$ cat src/rtl/cell_prefetch.sv
module cell_prefetch #(
  parameter int              ADDR_W    = 32,
  parameter int              OP_W      = 4,
  parameter logic [OP_W-1:0] OP_PICKUP = 4'h1
) (
  input  logic              clk,
  input  logic              rst_n,
  output logic              cmd_valid,
  input  logic              cmd_ready,
  output logic [OP_W-1:0]   cmd_op,
  input  logic              rsp_valid,
  output logic              rsp_ready,
  input  logic [ADDR_W-1:0] rsp_addr,
  output logic              addr_valid,
  output logic [ADDR_W-1:0] addr,
  input  logic              take
);

  logic              full;
  logic              pending;
  logic [ADDR_W-1:0] held;

  assign cmd_valid  = rst_n & ~pending & (~full | take);
  assign cmd_op     = OP_PICKUP;
  assign rsp_ready  = pending;
  assign addr_valid = full;
  assign addr       = held;

  always_ff @(posedge clk) begin
    if (!rst_n) begin
      full    <= 1'b0;
      pending <= 1'b0;
      held    <= '0;
    end else begin
      if (cmd_valid && cmd_ready)
        pending <= 1'b1;
      else if (rsp_valid && pending)
        pending <= 1'b0;

      if (rsp_valid && pending) begin
        full <= 1'b1;
        held <= rsp_addr;
      end else if (take && full) begin
        full <= 1'b0;
      end
    end
  end

endmodule

$ cat config.mk
export PLATFORM = sky130hd
export DESIGN_NAME = cell_prefetch
export DESIGN_NICKNAME = d
export VERILOG_FILES = /design/src/rtl/cell_prefetch.sv
export SDC_FILE = /design/constraint.sdc
export NUM_CORES = 1
export LEC_CHECK = 0
export ABC_AREA = 1
export BUFFER_PORTS_ARGS = -buffer_cell sky130_fd_sc_hd__buf_2
export CAP_MARGIN = 20
export CORE_MARGIN = 2
export CORE_UTILIZATION = 35
export CTS_BUF_LIST = sky130_fd_sc_hd__clkbuf_8
export CTS_CLUSTER_SIZE = 40
export DETAILED_ROUTE_END_ITERATION = 6
export PLACE_DENSITY = 0.82
export SLEW_MARGIN = 5
export SYNTH_ARGS = -nofsm -noshare
export SYNTH_HDL_FRONTEND = slang
export SYNTH_SLANG_ARGS = --single-unit
$ cat constraint.sdc
create_clock -name clk -period 0.8 [get_ports clk]
set_input_delay 0.16 -clock clk [delete_from_list [all_inputs] [get_ports clk]]
set_output_delay 0.16 -clock clk [all_outputs]
set_load 0.05 [all_outputs]
### After elaboration in Yosys (flattened, before gate mapping)

Index checks and enable logic that the tools add are counted.
Widths: inputs -> output; s select.

* output and inout bits: 39
* register bits: 34
* logic and storage cells: 17
* input bits: 37

* reductions and logical operators: 5
* bitwise operators: 5
* multiplexer cells: 4

Operators with widths (count)
* $mux 1: 4
* $reduce_bool 2->1: 2
* $logic_and 1x1->1: 3
* $and 1x1->1: 2
* $not 1->1: 2
* $or 1x1->1: 1

### Longest topological paths before layout

Gate-level depths: netlist of the first run.

* word-level depth: 5
* mapped depth: 5
* mapped depth without buffers: 4

### Least setup slack after synthesis of the first run

OpenSTA, ideal clock, no wires.

* path kind: register to register
* from: register pending, in the netlist rsp_ready
* to: register held[2], in the netlist addr[2]
* path slack: -0.539 ns
* period minus slack after synthesis: 1.339 ns
* library setup time: 0.116 ns
* data required time: 0.684 ns
* path buffers: 1
* arrival: 1.224 ns
* stages on the path, launching flop included: 5
* path through: dfxtp_1 > nand2_2 > clkbuf_2 > o21ai_0 > nor2_1

* longest elaborated chain between the ends: 1

RTL lines
* start: declaration: RTL line 20 `logic pending;`
* start signal: assignment: RTL line 32 `pending <= 1'b0;`
* start signal: assignment: RTL line 36 `pending <= 1'b1;`
* start signal: assignment: RTL line 38 `pending <= 1'b0;`
* $logic_and 1x1->1: RTL line 40 `if (rsp_valid && pending) begin`
* end signal: assignment: RTL line 42 `held <= rsp_addr;`
* end: declaration: RTL line 21 `logic [ADDR_W-1:0] held;`

No other way between the ends.
A chain may end at the register's enable or synchronous reset.

### Final worst setup path of the first run

* from: register pending, in the netlist rsp_ready
* to: register held[10], in the netlist addr[10]

The elaborated chain is that of the path after synthesis.

==> metrics.txt, run 1 <==
# TYPE chip_impl_metric gauge
chip_impl_metric{name="first_pass_iters",unit=""} 4
chip_impl_metric{name="max_clock_freq",unit="MHz"} 845
chip_impl_metric{name="routed-via-count",unit=""} 1383
chip_impl_metric{name="fin_crit",unit="ps"} 1180
chip_impl_metric{name="final_core_utilization",unit=""} 0.767
chip_impl_metric{name="grt_start_max_net_pins",unit=""} 33
chip_impl_metric{name="p_leak",unit="nW"} 1.19
chip_impl_info{name="unrepaired_setup_endpoints_after_global_routing",value="true"} 1
chip_impl_metric{name="cell_area_after_synthesis",unit="mm^2"} 0.00126
chip_impl_metric{name="ctsHtreeMaxLevel",unit=""} 2
chip_impl_metric{name="cap_viol_max_count",unit=""} 0
chip_impl_info{name="critical_path.startpoint",value="rsp_ready"} 1
chip_impl_metric{name="cp.required",unit="ps"} 970
chip_impl_metric{name="synthMuxAreaShare",unit=""} 0
chip_impl_metric{name="multi_input_area",unit="um^2"} 596
chip_impl_metric{name="synth-adder-area-share",unit=""} 0
chip_impl_metric{name="drc",unit=""} 0
chip_impl_metric{name="clk_latency",unit="ps"} 280
chip_impl_info{name="run_status",value="finished, violations left"} 1
chip_impl_metric{name="setup_slack",unit="ps"} -384
chip_impl_info{name="main_combinational_cell_family_by_area_after_synthesis",value="simple AND/OR/NAND/NOR gates"} 1
chip_impl_metric{name="wire_per_inst",unit="um"} 14.9
chip_impl_metric{name="final-hold-violation-count",unit=""} 0
chip_impl_metric{name="vdd_ir_drop_max",unit="mV"} 1.33
chip_impl_metric{name="synth-compound-area-share",unit=""} 0.135
chip_impl_metric{name="synthesized_area_fraction_occupied_by_xor_and_xnor_cells",unit=""} 0
chip_impl_metric{name="netlist-cell-type-count",unit=""} 18
chip_impl_metric{name="die_w",unit="um"} 64.1
chip_impl_info{name="hold_path.startpoint",value="rsp_addr[15]"} 1
chip_impl_metric{name="cts_sinks",unit=""} 34
chip_impl_metric{name="grt_pass1_wl",unit="um"} 5920
chip_impl_metric{name="slew_viol_final",unit=""} 0
chip_impl_metric{name="layout.filler_cells",unit=""} 235
chip_impl_metric{name="vias_per_cell",unit=""} 4.61
chip_impl_metric{name="number_of_antenna_violations_at_the_first_check_in_global_routing",unit=""} 0
chip_impl_metric{name="dp_hpwl",unit="um"} 1930
chip_impl_info{name="critPathCaptureType",value="flop"} 1
chip_impl_metric{name="yosysWarningCount",unit=""} 0
chip_impl_metric{name="combined_global_route_utilization_of_all_metal_layers",unit=""} 0.189
chip_impl_metric{name="num_io_pins",unit=""} 76
chip_impl_metric{name="syn_area_per_cell",unit="um^2"} 8.05
chip_impl_info{name="min-delay-path-class",value="input port to flop"} 1
chip_impl_metric{name="simple_logic_cell_fraction_of_the_synthesized_area",unit=""} 0.233
chip_impl_metric{name="num-nets-final",unit=""} 290
chip_impl_metric{name="drt-total-wl",unit="um"} 4480
chip_impl_metric{name="placement.io_buffers",unit=""} 71
chip_impl_metric{name="dieArea",unit="mm^2"} 0.00411
chip_impl_info{name="failed_checks",value="negative setup slack"} 1
chip_impl_info{name="tritoncts",value="done"} 1
chip_impl_metric{name="worst_setup_hold_path_clk_slew",unit="ps"} 80
chip_impl_metric{name="synthToLayoutAreaGrowth",unit="%"} 106
chip_impl_metric{name="finalSetupViolCount",unit=""} 69
chip_impl_metric{name="synth_seq_cells",unit=""} 34
chip_impl_metric{name="clock_path_buffers",unit=""} 2
chip_impl_metric{name="drt.antenna.violating_nets",unit=""} 0
chip_impl_metric{name="antenna_cells",unit=""} 0
chip_impl_info{name="regToRegStartpoint",value="rsp_ready"} 1
chip_impl_metric{name="worst_clock_skew",unit="ps"} 9.37
chip_impl_metric{name="floorplan.core_area",unit="mm^2"} 0.00339
chip_impl_metric{name="cts_buffers",unit=""} 5
chip_impl_info{name="path_class",value="flop to flop"} 1
chip_impl_metric{name="dieHeight",unit="um"} 64.1
chip_impl_metric{name="post_route_cells_drive_above_1_share",unit=""} 0.713
chip_impl_metric{name="first_iter_violations",unit=""} 97
chip_impl_metric{name="timing.critical_path.fanout_max",unit=""} 8
chip_impl_metric{name="post-layout-total-power",unit="mW"} 4.79
chip_impl_metric{name="worst_ep_arrival_time",unit="ps"} 1350
chip_impl_metric{name="start_util",unit=""} 0.373
chip_impl_info{name="timing.critical_path.from_type",value="flop"} 1
chip_impl_metric{name="seqCellArea",unit="um^2"} 733
chip_impl_metric{name="timing.final.crit_share",unit=""} 1.48
chip_impl_metric{name="vias_in_the_first_global_route",unit=""} 1288
chip_impl_metric{name="gpl.final_weighted_congestion",unit=""} 0.676
chip_impl_info{name="clock_tree.root_cell",value="sky130_fd_sc_hd__clkbuf_8"} 1
chip_impl_metric{name="floorplan.rows",unit=""} 21
chip_impl_metric{name="grt.overflow.total",unit=""} 0
chip_impl_metric{name="postSynthCellCount",unit=""} 157
chip_impl_metric{name="synth_seq_area_share",unit=""} 0.539
chip_impl_metric{name="power.density_cell_area",unit="mW/mm^2"} 1840
## metal layers
layer  up-vias  part of all wire  GRT usage
met5         -                 0          0
met4         0             0.011     0.0559
met3         6             0.048     0.0528
met2        49              0.57      0.363
met1       649              0.37      0.198
li1        679                 -          -
## metrics by stage
step	TNS (ps)	instance area, um^2	worst slack [ps]	hold WS (ps)	cells
2_1_floorplan	-5210	1320	-164	288	159
3_3_place_gp	-4950	1660	-211	392	268
3_5_place_dp	-5670	1660	-235	402	268
4_1_cts	-14070	2300	-357	103	289
5_1_grt	-18490	2600	-413	101	300
6_report	-15630	2600	-384	106	300
## synth_stat cells (all sizes together)
cell type | n | area, um^2
buf | 7 | 67.6
and2 | 1 | 6.26
dfxtp | 34 | 681
clkbuf | 6 | 26.3
nor2 | 65 | 269
o21ai | 32 | 160
a21oi | 2 | 10.0
conb | 2 | 7.51
nand2 | 3 | 13.8
inv | 4 | 17.5
nand3 | 1 | 5.00
## layout by cell type, fill, tap and decap left out
master | netlist | final
sky130_fd_sc_hd__a21oi_1 | 2 | 1
sky130_fd_sc_hd__a21oi_2 | 0 | 1
sky130_fd_sc_hd__and2_4 | 0 | 1
sky130_fd_sc_hd__buf_12 | 0 | 4
sky130_fd_sc_hd__buf_2 | 0 | 36
sky130_fd_sc_hd__buf_4 | 4 | 20
sky130_fd_sc_hd__buf_6 | 2 | 5
sky130_fd_sc_hd__buf_8 | 1 | 30
sky130_fd_sc_hd__bufbuf_16 | 0 | 2
sky130_fd_sc_hd__bufinv_16 | 0 | 2
sky130_fd_sc_hd__clkbuf_16 | 0 | 1
sky130_fd_sc_hd__clkbuf_8 | 0 | 5
sky130_fd_sc_hd__clkinv_16 | 0 | 1
sky130_fd_sc_hd__clkinv_4 | 0 | 1
sky130_fd_sc_hd__conb_1 | 2 | 4
sky130_fd_sc_hd__dfxtp_2 | 0 | 30
sky130_fd_sc_hd__dfxtp_4 | 0 | 4
sky130_fd_sc_hd__inv_1 | 3 | 3
sky130_fd_sc_hd__inv_12 | 0 | 1
sky130_fd_sc_hd__inv_8 | 0 | 1
sky130_fd_sc_hd__nand2_1 | 2 | 1
sky130_fd_sc_hd__nand2_2 | 1 | 1
sky130_fd_sc_hd__nand2_8 | 0 | 1
sky130_fd_sc_hd__nand3_1 | 1 | 1
sky130_fd_sc_hd__nor2_1 | 55 | 42
sky130_fd_sc_hd__nor2_2 | 10 | 19
sky130_fd_sc_hd__nor2_4 | 0 | 4
sky130_fd_sc_hd__o21ai_1 | 3 | 21
sky130_fd_sc_hd__o21ai_2 | 0 | 11
## cells by family after synthesis
kind of cell	Yosys count
AOI/OAI and AO/OA	34
and+or+nand+nor	70
buffers and inverters	17
other	2
DFF	34
## final timing paths
path	to	slack (ps)	cells after the start
min reg2reg	addr[26]	500	2
max reg2reg	addr[10]	-380	5
min	addr[15]	110	3
max	addr[10]	-380	5
## where the power goes
group	switching [mW]	internal (mW)	total, mW
sequential	0.0723	1.77	1.84
clock	0.631	1.25	1.88
combinational	0.595	0.476	1.07
## critical path: stages, from the launching register on
cell and delay [ps]:
sky130_fd_sc_hd__dfxtp_4 370, sky130_fd_sc_hd__buf_4 130, sky130_fd_sc_hd__nand2_8 90, sky130_fd_sc_hd__bufbuf_16 290
sky130_fd_sc_hd__o21ai_1 150, sky130_fd_sc_hd__nor2_1 60
## sequential cells by signal, summed over array words and instances (netlist names)
register and count:
addr 32, addr_valid 1, rsp_ready 1
## what timing repair did
item | in CTS | in global routing
resized for setup | 128 | 49
setup endpoints to repair | 68 | 69
cloned | 2 | 3
setup buffers | 11 | 8
pin swaps | 1 | 0
hold buffers | 0 | 0
## area by class of cell
cell class	instances	share of cell area
Multi-Input combinational cell	108	0.229
Timing Repair inverter	2	0.0106
Tap cell	46	0.0221
Clock buffer	5	0.0265
Sequential cell	34	0.282
Timing Repair Buffer	98	0.387
Clock inverter	3	0.0265
Inverter	4	0.0159
(Power assumes the default switching activity.)
==> run 2, diff against run 1 <==
ABC_AREA = not set   (was 1)
PLACE_DENSITY = 0.79   (was 0.82)
==> metrics.txt, run 2 <==
# TYPE chip_impl_metric gauge
chip_impl_metric{name="setup_slack",unit="ps"} -462
chip_impl_metric{name="slew_viol_final",unit=""} 0
chip_impl_metric{name="gpl.final_weighted_congestion",unit=""} 0.643
chip_impl_metric{name="post-synth-top-area-fraction",unit=""} 0.472
chip_impl_metric{name="grt.overflow.total",unit=""} 0
chip_impl_metric{name="hold_depth",unit=""} 3
chip_impl_metric{name="die_w",unit="um"} 68.2
chip_impl_metric{name="routed-via-count",unit=""} 1372
chip_impl_metric{name="wire_per_inst",unit="um"} 14.3
chip_impl_info{name="path_class",value="flop to output pin"} 1
chip_impl_metric{name="cts_sinks",unit=""} 34
chip_impl_metric{name="synth-edff-count",unit=""} 0
chip_impl_metric{name="combined_global_route_utilization_of_all_metal_layers",unit=""} 0.192
chip_impl_metric{name="syn_area_per_cell",unit="um^2"} 9.37
chip_impl_metric{name="drt.antenna.violating_nets",unit=""} 0
chip_impl_metric{name="fin_hold_ws",unit="ps"} 106
chip_impl_metric{name="dieArea",unit="mm^2"} 0.00465
chip_impl_metric{name="finalSetupViolCount",unit=""} 69
chip_impl_info{name="yosysTopAreaCell",value="sky130_fd_sc_hd__dfxtp_1"} 1
chip_impl_metric{name="num_io_pins",unit=""} 76
chip_impl_metric{name="rr_worst_depth",unit=""} 5
chip_impl_metric{name="num-nets-final",unit=""} 289
chip_impl_metric{name="ctsHtreeMaxLevel",unit=""} 2
chip_impl_metric{name="first_pass_iters",unit=""} 4
chip_impl_metric{name="cts_hold_repair.buffers",unit=""} 0
chip_impl_metric{name="worst_ep_arrival_time",unit="ps"} 1100
chip_impl_metric{name="placedCellCount",unit=""} 271
chip_impl_metric{name="post_route_cells_drive_above_1_share",unit=""} 0.897
chip_impl_info{name="run_status",value="finished, violations left"} 1
chip_impl_metric{name="drt-total-wl",unit="um"} 4330
chip_impl_metric{name="final-hold-violation-count",unit=""} 0
chip_impl_info{name="synth_top_flop_cell",value="sky130_fd_sc_hd__dfxtp_1"} 1
chip_impl_metric{name="largest_register_ffs",unit=""} 32
chip_impl_info{name="timing.critical_path.from_type",value="flop"} 1
chip_impl_metric{name="grt_pass1_wl",unit="um"} 6340
chip_impl_metric{name="post-layout-total-power",unit="mW"} 4.11
chip_impl_metric{name="dieHeight",unit="um"} 68.2
chip_impl_metric{name="cts_buffers",unit=""} 5
chip_impl_metric{name="worst_setup_hold_path_clk_slew",unit="ps"} 70
chip_impl_info{name="min-delay-path-class",value="input port to flop"} 1
chip_impl_metric{name="cap_viol_max_count",unit=""} 0
chip_impl_metric{name="synthToLayoutAreaGrowth",unit="%"} 104
chip_impl_info{name="synth.area.top_cells",value="sky130_fd_sc_hd__dfxtp_1, sky130_fd_sc_hd__a21boi_2, sky130_fd_sc_hd__nand2_1, sky130_fd_sc_hd__buf_8, sky130_fd_sc_hd__buf_4"} 1
chip_impl_metric{name="clk_latency",unit="ps"} 280
chip_impl_metric{name="first_iter_violations",unit=""} 20
chip_impl_metric{name="vias_in_the_first_global_route",unit=""} 1369
chip_impl_metric{name="grt_start_max_net_pins",unit=""} 35
chip_impl_metric{name="timing.final.crit_share",unit=""} 1.58
chip_impl_metric{name="fin_crit",unit="ps"} 1260
chip_impl_metric{name="synth_seq_cells",unit=""} 34
chip_impl_metric{name="timing.critical_path.fanout_max",unit=""} 2
chip_impl_metric{name="vdd_ir_drop_max",unit="mV"} 0.945
chip_impl_metric{name="start_util",unit=""} 0.363
chip_impl_metric{name="placement.io_buffers",unit=""} 71
chip_impl_metric{name="cell_area_after_synthesis",unit="mm^2"} 0.00144
chip_impl_info{name="mostFrequentLayoutCells",value="sky130_fd_sc_hd__buf_2, sky130_fd_sc_hd__buf_8, sky130_fd_sc_hd__a21boi_2, sky130_fd_sc_hd__nand2_2, sky130_fd_sc_hd__dfxtp_2"} 1
chip_impl_metric{name="finalNonFillerCells",unit=""} 302
chip_impl_metric{name="floorplan.rows",unit=""} 23
chip_impl_metric{name="final_core_utilization",unit=""} 0.740
chip_impl_metric{name="clock_path_buffers",unit=""} 2
chip_impl_metric{name="layout.filler_cells",unit=""} 277
chip_impl_info{name="synth_common_cells",value="sky130_fd_sc_hd__nand2_1, sky130_fd_sc_hd__dfxtp_1, sky130_fd_sc_hd__a21boi_2, sky130_fd_sc_hd__buf_4"} 1
chip_impl_info{name="clock_tree.root_cell",value="sky130_fd_sc_hd__clkbuf_8"} 1
chip_impl_metric{name="number_of_antenna_violations_at_the_first_check_in_global_routing",unit=""} 0
chip_impl_metric{name="power.density_cell_area",unit="mW/mm^2"} 1400
chip_impl_info{name="yosys.cell_count.top_type",value="sky130_fd_sc_hd__nand2_1"} 1
chip_impl_metric{name="proportion_of_synthesized_flip_flops_having_asynchronous_set_or_reset",unit=""} 0
chip_impl_metric{name="postSynthCellCount",unit=""} 154
chip_impl_metric{name="vias_per_cell",unit=""} 4.54
chip_impl_info{name="mostFrequentLayoutCell",value="sky130_fd_sc_hd__buf_2"} 1
chip_impl_metric{name="floorplan.core_area",unit="mm^2"} 0.00397
chip_impl_info{name="critPathCaptureType",value="output pin"} 1
chip_impl_metric{name="p_leak",unit="nW"} 1.27
chip_impl_metric{name="dp_hpwl",unit="um"} 2260
chip_impl_metric{name="yosysWarningCount",unit=""} 0
chip_impl_metric{name="antenna_cells",unit=""} 0
chip_impl_metric{name="cp.required",unit="ps"} 640
chip_impl_info{name="failed_checks",value="negative setup slack"} 1
chip_impl_info{name="tritoncts",value="done"} 1
chip_impl_metric{name="max_clock_freq",unit="MHz"} 792
chip_impl_metric{name="synth_seq_area_share",unit=""} 0.472
chip_impl_metric{name="drc",unit=""} 0
chip_impl_metric{name="worst_clock_skew",unit="ps"} 3.71
chip_impl_metric{name="netlist-cell-type-count",unit=""} 14
chip_impl_info{name="unrepaired_setup_endpoints_after_global_routing",value="true"} 1
run 2: cell types whose count changed after synthesis, moves of 3 or more:
cell,previous run,this run
sky130_fd_sc_hd__o21ai_1,3,0
sky130_fd_sc_hd__inv_1,3,0
sky130_fd_sc_hd__a21boi_2,0,29
sky130_fd_sc_hd__nand2_1,2,65
sky130_fd_sc_hd__o21ai_0,29,0
sky130_fd_sc_hd__nor2_2,10,0
sky130_fd_sc_hd__a21boi_0,0,3
sky130_fd_sc_hd__nor2_1,55,0
sky130_fd_sc_hd__clkbuf_2,3,0
sky130_fd_sc_hd__buf_2,0,3
run 2: worst paths after layout:
check | startpoint | slack, ps | endpoint
worst max-delay path | addr_valid | -460 | cmd_valid
worst min-delay path | rsp_addr[23] | 110 | addr[23]
worst max register to register | rsp_ready | -330 | addr[0]
worst min register to register | addr[21] | 460 | addr[21]
run 2: cell families (layout without fill, tap and decap cells):
family / Yosys count / in the layout / synth area share
AND/OR/NAND/NOR: 70 / 70 / 0.193
AO/OA/AOI/OAI: 34 / 34 / 0.252
flip-flops: 34 / 34 / 0.472
buffers and inverters: 14 / 110 / 0.0781
other: 2 / 4 / 0.00521
run 2: power breakdown:
group	total [mW]	leakage, nW	internal (mW)	switching, mW
clock	1.15	0.0466	0.573	0.576
sequential	1.81	0.295	1.75	0.0662
combinational	1.15	0.931	0.545	0.601
total	4.11	1.27	2.86	1.24
run 2: layer usage:
metal | vias up | GRT usage | part of all wire
met1 | 637 | 0.200 | 0.36
met5 | - | 0 | 0
met3 | 6 | 0.0625 | 0.054
met2 | 48 | 0.352 | 0.57
li1 | 681 | - | -
met4 | 0 | 0.0800 | 0.013
run 2: through the flow:
step / area [um^2] / setup WS (ps) / setup TNS (ps)
6_report: 2940 / -462 / -13390
5_1_grt: 2940 / -510 / -15840
4_1_cts: 2840 / -470 / -14440
3_5_place_dp: 1970 / -258 / -5310
3_3_place_gp: 1970 / -244 / -4790
2_1_floorplan: 1560 / -392 / -9570
run 2: what timing repair did:
action	4_1_cts	5_1_grt
gates cloned	7	0
gates resized for setup	163	37
setup buffers	9	13
endpoints found under the setup margin	69	69
hold endpoints to repair	0	0
pin swaps	22	15
run 2: layout make-up:
type / count / area, um^2 / share of cell area
clock buffer: 5 / 68.8 / 0.0234
clock inverter: 2 / 7.51 / 0.00255
multi-input combinational: 108 / 936 / 0.318
sequential: 34 / 751 / 0.255
tap: 50 / 62.6 / 0.0213
timing repair buffer: 103 / 1110 / 0.379
run 2: critical path, cell delays in order (launching register included):
cell and delay (ps):
sky130_fd_sc_hd__dfxtp_4 340, sky130_fd_sc_hd__nor2b_4 130, sky130_fd_sc_hd__nor3b_4 170, sky130_fd_sc_hd__buf_6 180
==> run 3, diff against run 2 <==
==> constraint.sdc (replaced) <==
create_clock -name clk -period 0.8 [get_ports clk]
set_input_delay 0.04 -clock clk [delete_from_list [all_inputs] [get_ports clk]]
set_output_delay 0.04 -clock clk [all_outputs]
set_load 0.05 [all_outputs]
==> metrics.txt, run 3 (synthesized netlist as in run 2, its figures left out) <==
# TYPE chip_impl_metric gauge
chip_impl_info{name="run_status",value="finished, violations left"} 1
chip_impl_info{name="failed_checks",value="negative setup slack"} 1
chip_impl_metric{name="rr_worst_depth",unit=""} 5
chip_impl_metric{name="number_of_antenna_violations_at_the_first_check_in_global_routing",unit=""} 0
chip_impl_metric{name="grt.overflow.total",unit=""} 0
chip_impl_info{name="mostFrequentLayoutCells",value="sky130_fd_sc_hd__buf_2, sky130_fd_sc_hd__nand2_1, sky130_fd_sc_hd__dfxtp_2, sky130_fd_sc_hd__a21boi_2, sky130_fd_sc_hd__dlygate4sd3_1"} 1
chip_impl_metric{name="vias_per_cell",unit=""} 4.78
chip_impl_metric{name="num-nets-final",unit=""} 311
chip_impl_info{name="timing.critical_path.from_type",value="flop"} 1
chip_impl_metric{name="cp.required",unit="ps"} 760
chip_impl_metric{name="drt.antenna.violating_nets",unit=""} 0
chip_impl_info{name="mostFrequentLayoutCell",value="sky130_fd_sc_hd__buf_2"} 1
chip_impl_metric{name="power_switching",unit="mW"} 1.29
chip_impl_metric{name="cts_buffers",unit=""} 5
chip_impl_metric{name="timing.critical_path.fanout_max",unit=""} 2
chip_impl_metric{name="die_w",unit="um"} 68.2
chip_impl_metric{name="clock_path_buffers",unit=""} 2
chip_impl_metric{name="max_clock_freq",unit="MHz"} 880
chip_impl_metric{name="ctsHtreeMaxLevel",unit=""} 2
chip_impl_metric{name="setup_slack",unit="ps"} -336
chip_impl_metric{name="post_route_cells_drive_above_1_share",unit=""} 0.735
chip_impl_metric{name="floorplan.rows",unit=""} 23
chip_impl_metric{name="drt-total-wl",unit="um"} 5460
chip_impl_info{name="clock_tree.root_cell",value="sky130_fd_sc_hd__clkbuf_8"} 1
chip_impl_metric{name="clk_latency",unit="ps"} 280
chip_impl_metric{name="antenna_cells",unit=""} 0
chip_impl_metric{name="fin_tns_setup",unit="ps"} -9320
chip_impl_info{name="regToRegStartpoint",value="rsp_ready"} 1
chip_impl_metric{name="cts_sinks",unit=""} 34
chip_impl_metric{name="routed-wl-met2",unit="um"} 3190
chip_impl_metric{name="power_frac_comb",unit=""} 0.270
chip_impl_metric{name="route.layer.met1.wl",unit="um"} 1910
chip_impl_info{name="unrepaired_setup_endpoints_after_global_routing",value="true"} 1
chip_impl_metric{name="cap_viol_max_count",unit=""} 0
chip_impl_metric{name="synthToLayoutAreaGrowth",unit="%"} 116
chip_impl_metric{name="floorplan.core_area",unit="mm^2"} 0.00397
chip_impl_info{name="min-delay-path-class",value="input port to flop"} 1
chip_impl_metric{name="hold_depth",unit=""} 3
chip_impl_info{name="regToRegEndpoint",value="addr[25]"} 1
chip_impl_metric{name="slew_viol_final",unit=""} 0
chip_impl_metric{name="grt_pass1_wl",unit="um"} 6690
chip_impl_metric{name="vias_in_the_first_global_route",unit=""} 1462
chip_impl_metric{name="first_iter_violations",unit=""} 105
chip_impl_metric{name="power.density_cell_area",unit="mW/mm^2"} 1460
chip_impl_info{name="min_to",value="addr[22]"} 1
chip_impl_metric{name="p_leak",unit="nW"} 1.40
chip_impl_metric{name="worst_setup_hold_path_clk_slew",unit="ps"} 70
chip_impl_metric{name="timing.reg2reg.setup_slack",unit="ps"} -300
chip_impl_metric{name="clock_group_share_of_total_power",unit=""} 0.330
chip_impl_info{name="critPathCaptureType",value="output pin"} 1
chip_impl_metric{name="met3_length",unit="um"} 271
chip_impl_metric{name="num_io_pins",unit=""} 76
chip_impl_metric{name="fin_crit",unit="ps"} 1140
chip_impl_metric{name="drc",unit=""} 0
chip_impl_metric{name="power_switching_share",unit=""} 0.283
chip_impl_metric{name="final-hold-violation-count",unit=""} 0
chip_impl_metric{name="first_pass_iters",unit=""} 4
chip_impl_metric{name="combined_global_route_utilization_of_all_metal_layers",unit=""} 0.203
chip_impl_metric{name="timing.final.crit_share",unit=""} 1.42
chip_impl_metric{name="power_frac_seq",unit=""} 0.400
chip_impl_metric{name="final_core_utilization",unit=""} 0.785
chip_impl_metric{name="largest_register_ffs",unit=""} 32
chip_impl_metric{name="grt_start_max_net_pins",unit=""} 35
chip_impl_metric{name="internal_power",unit="mW"} 3.27
chip_impl_metric{name="finalSetupViolCount",unit=""} 69
chip_impl_info{name="path_class",value="flop to output pin"} 1
chip_impl_metric{name="placement.io_buffers",unit=""} 71
chip_impl_metric{name="start_util",unit=""} 0.363
chip_impl_metric{name="gpl.final_weighted_congestion",unit=""} 0.665
chip_impl_metric{name="dieHeight",unit="um"} 68.2
chip_impl_metric{name="vdd_ir_drop_max",unit="mV"} 1.01
chip_impl_metric{name="routed-via-count",unit=""} 1553
chip_impl_metric{name="dp_hpwl",unit="um"} 2220
chip_impl_info{name="hold_path.startpoint",value="rsp_addr[22]"} 1
chip_impl_info{name="tritoncts",value="done"} 1
chip_impl_metric{name="worst_clock_skew",unit="ps"} 4.61
chip_impl_metric{name="dieArea",unit="mm^2"} 0.00465
chip_impl_info{name="maxUsedRoutingLayer",value="met4"} 1
chip_impl_metric{name="worst_ep_arrival_time",unit="ps"} 1100
chip_impl_metric{name="wire_per_inst",unit="um"} 16.8
-- run 3: cell count changes in the layout (fill, tap and decap cells not counted), moves of 2 or more --
cell	delta
sky130_fd_sc_hd__buf_6	+2
sky130_fd_sc_hd__buf_12	-4
sky130_fd_sc_hd__dfxtp_4	-9
sky130_fd_sc_hd__buf_4	-7
sky130_fd_sc_hd__nand2_1	+17
sky130_fd_sc_hd__nand2_2	-16
sky130_fd_sc_hd__buf_8	-2
sky130_fd_sc_hd__dlygate4sd3_1	+31
sky130_fd_sc_hd__dfxtp_2	+9
-- run 3: repair_timing --
item	CTS	global route
setup buffers	10	6
pin swaps	13	20
endpoints found under the setup margin	69	69
endpoints found under the hold margin	31	0
gates cloned	3	1
resized for setup	150	49
hold buffers	31	0
-- run 3: worst max-delay path by stage --
stage          startpoint         to  slack [ps]  cells after the start
2_1_floorplan  addr_valid  cmd_valid        -270                      2
3_3_place_gp    rsp_ready   addr[23]        -140                      4
3_5_place_dp    rsp_ready   addr[23]        -190                      4
4_1_cts        addr_valid  cmd_valid        -350                      3
5_1_grt        addr_valid  cmd_valid        -400                      3
6_report       addr_valid  cmd_valid        -340                      3
-- run 3: per-layer routing --
layer  vias to the layer above  track usage
met5                         -            0
met4                         0       0.0800
met3                        10       0.0625
met2                        66        0.391
met1                       748        0.200
li1                        729            -
-- run 3: final cells by class --
cell class	instances	area (um^2)
Fill cell	233	853
Timing Repair Buffer	125	1340
Clock buffer	5	68.8
Clock inverter	3	37.5
Sequential cell	34	728
Tap cell	50	62.6
Multi-Input combinational cell	108	883
-- run 3: power by group through the flow --
stage	clock (mW)	combinational [mW]	sequential [mW]
finish	1.51	1.23	1.83
global route	1.65	1.28	1.83
CTS	1.55	1.10	1.82
detailed placement	0	0.738	1.83
global placement	0	0.730	1.82
floorplan	0	0.302	2.05
-- run 3: stage by stage --
stage / setup WS (ps) / area [um^2] / std cells / power (mW) / hold slack [ps]
6_report: -336 / 3120 / 325 / 4.56 / 13.0
5_1_grt: -404 / 3120 / 325 / 4.77 / 0.0203
4_1_cts: -354 / 2900 / 320 / 4.47 / 5.84
3_5_place_dp: -188 / 1900 / 269 / 2.56 / 289
3_3_place_gp: -142 / 1900 / 269 / 2.55 / 288
2_1_floorplan: -272 / 1490 / 156 / 2.35 / 175
-- run 3: worst max-delay path: stages (launching register included) --
cell and delay, ps:
sky130_fd_sc_hd__dfxtp_4 340, sky130_fd_sc_hd__nor2b_4 130, sky130_fd_sc_hd__nor3b_4 170, sky130_fd_sc_hd__buf_6 180
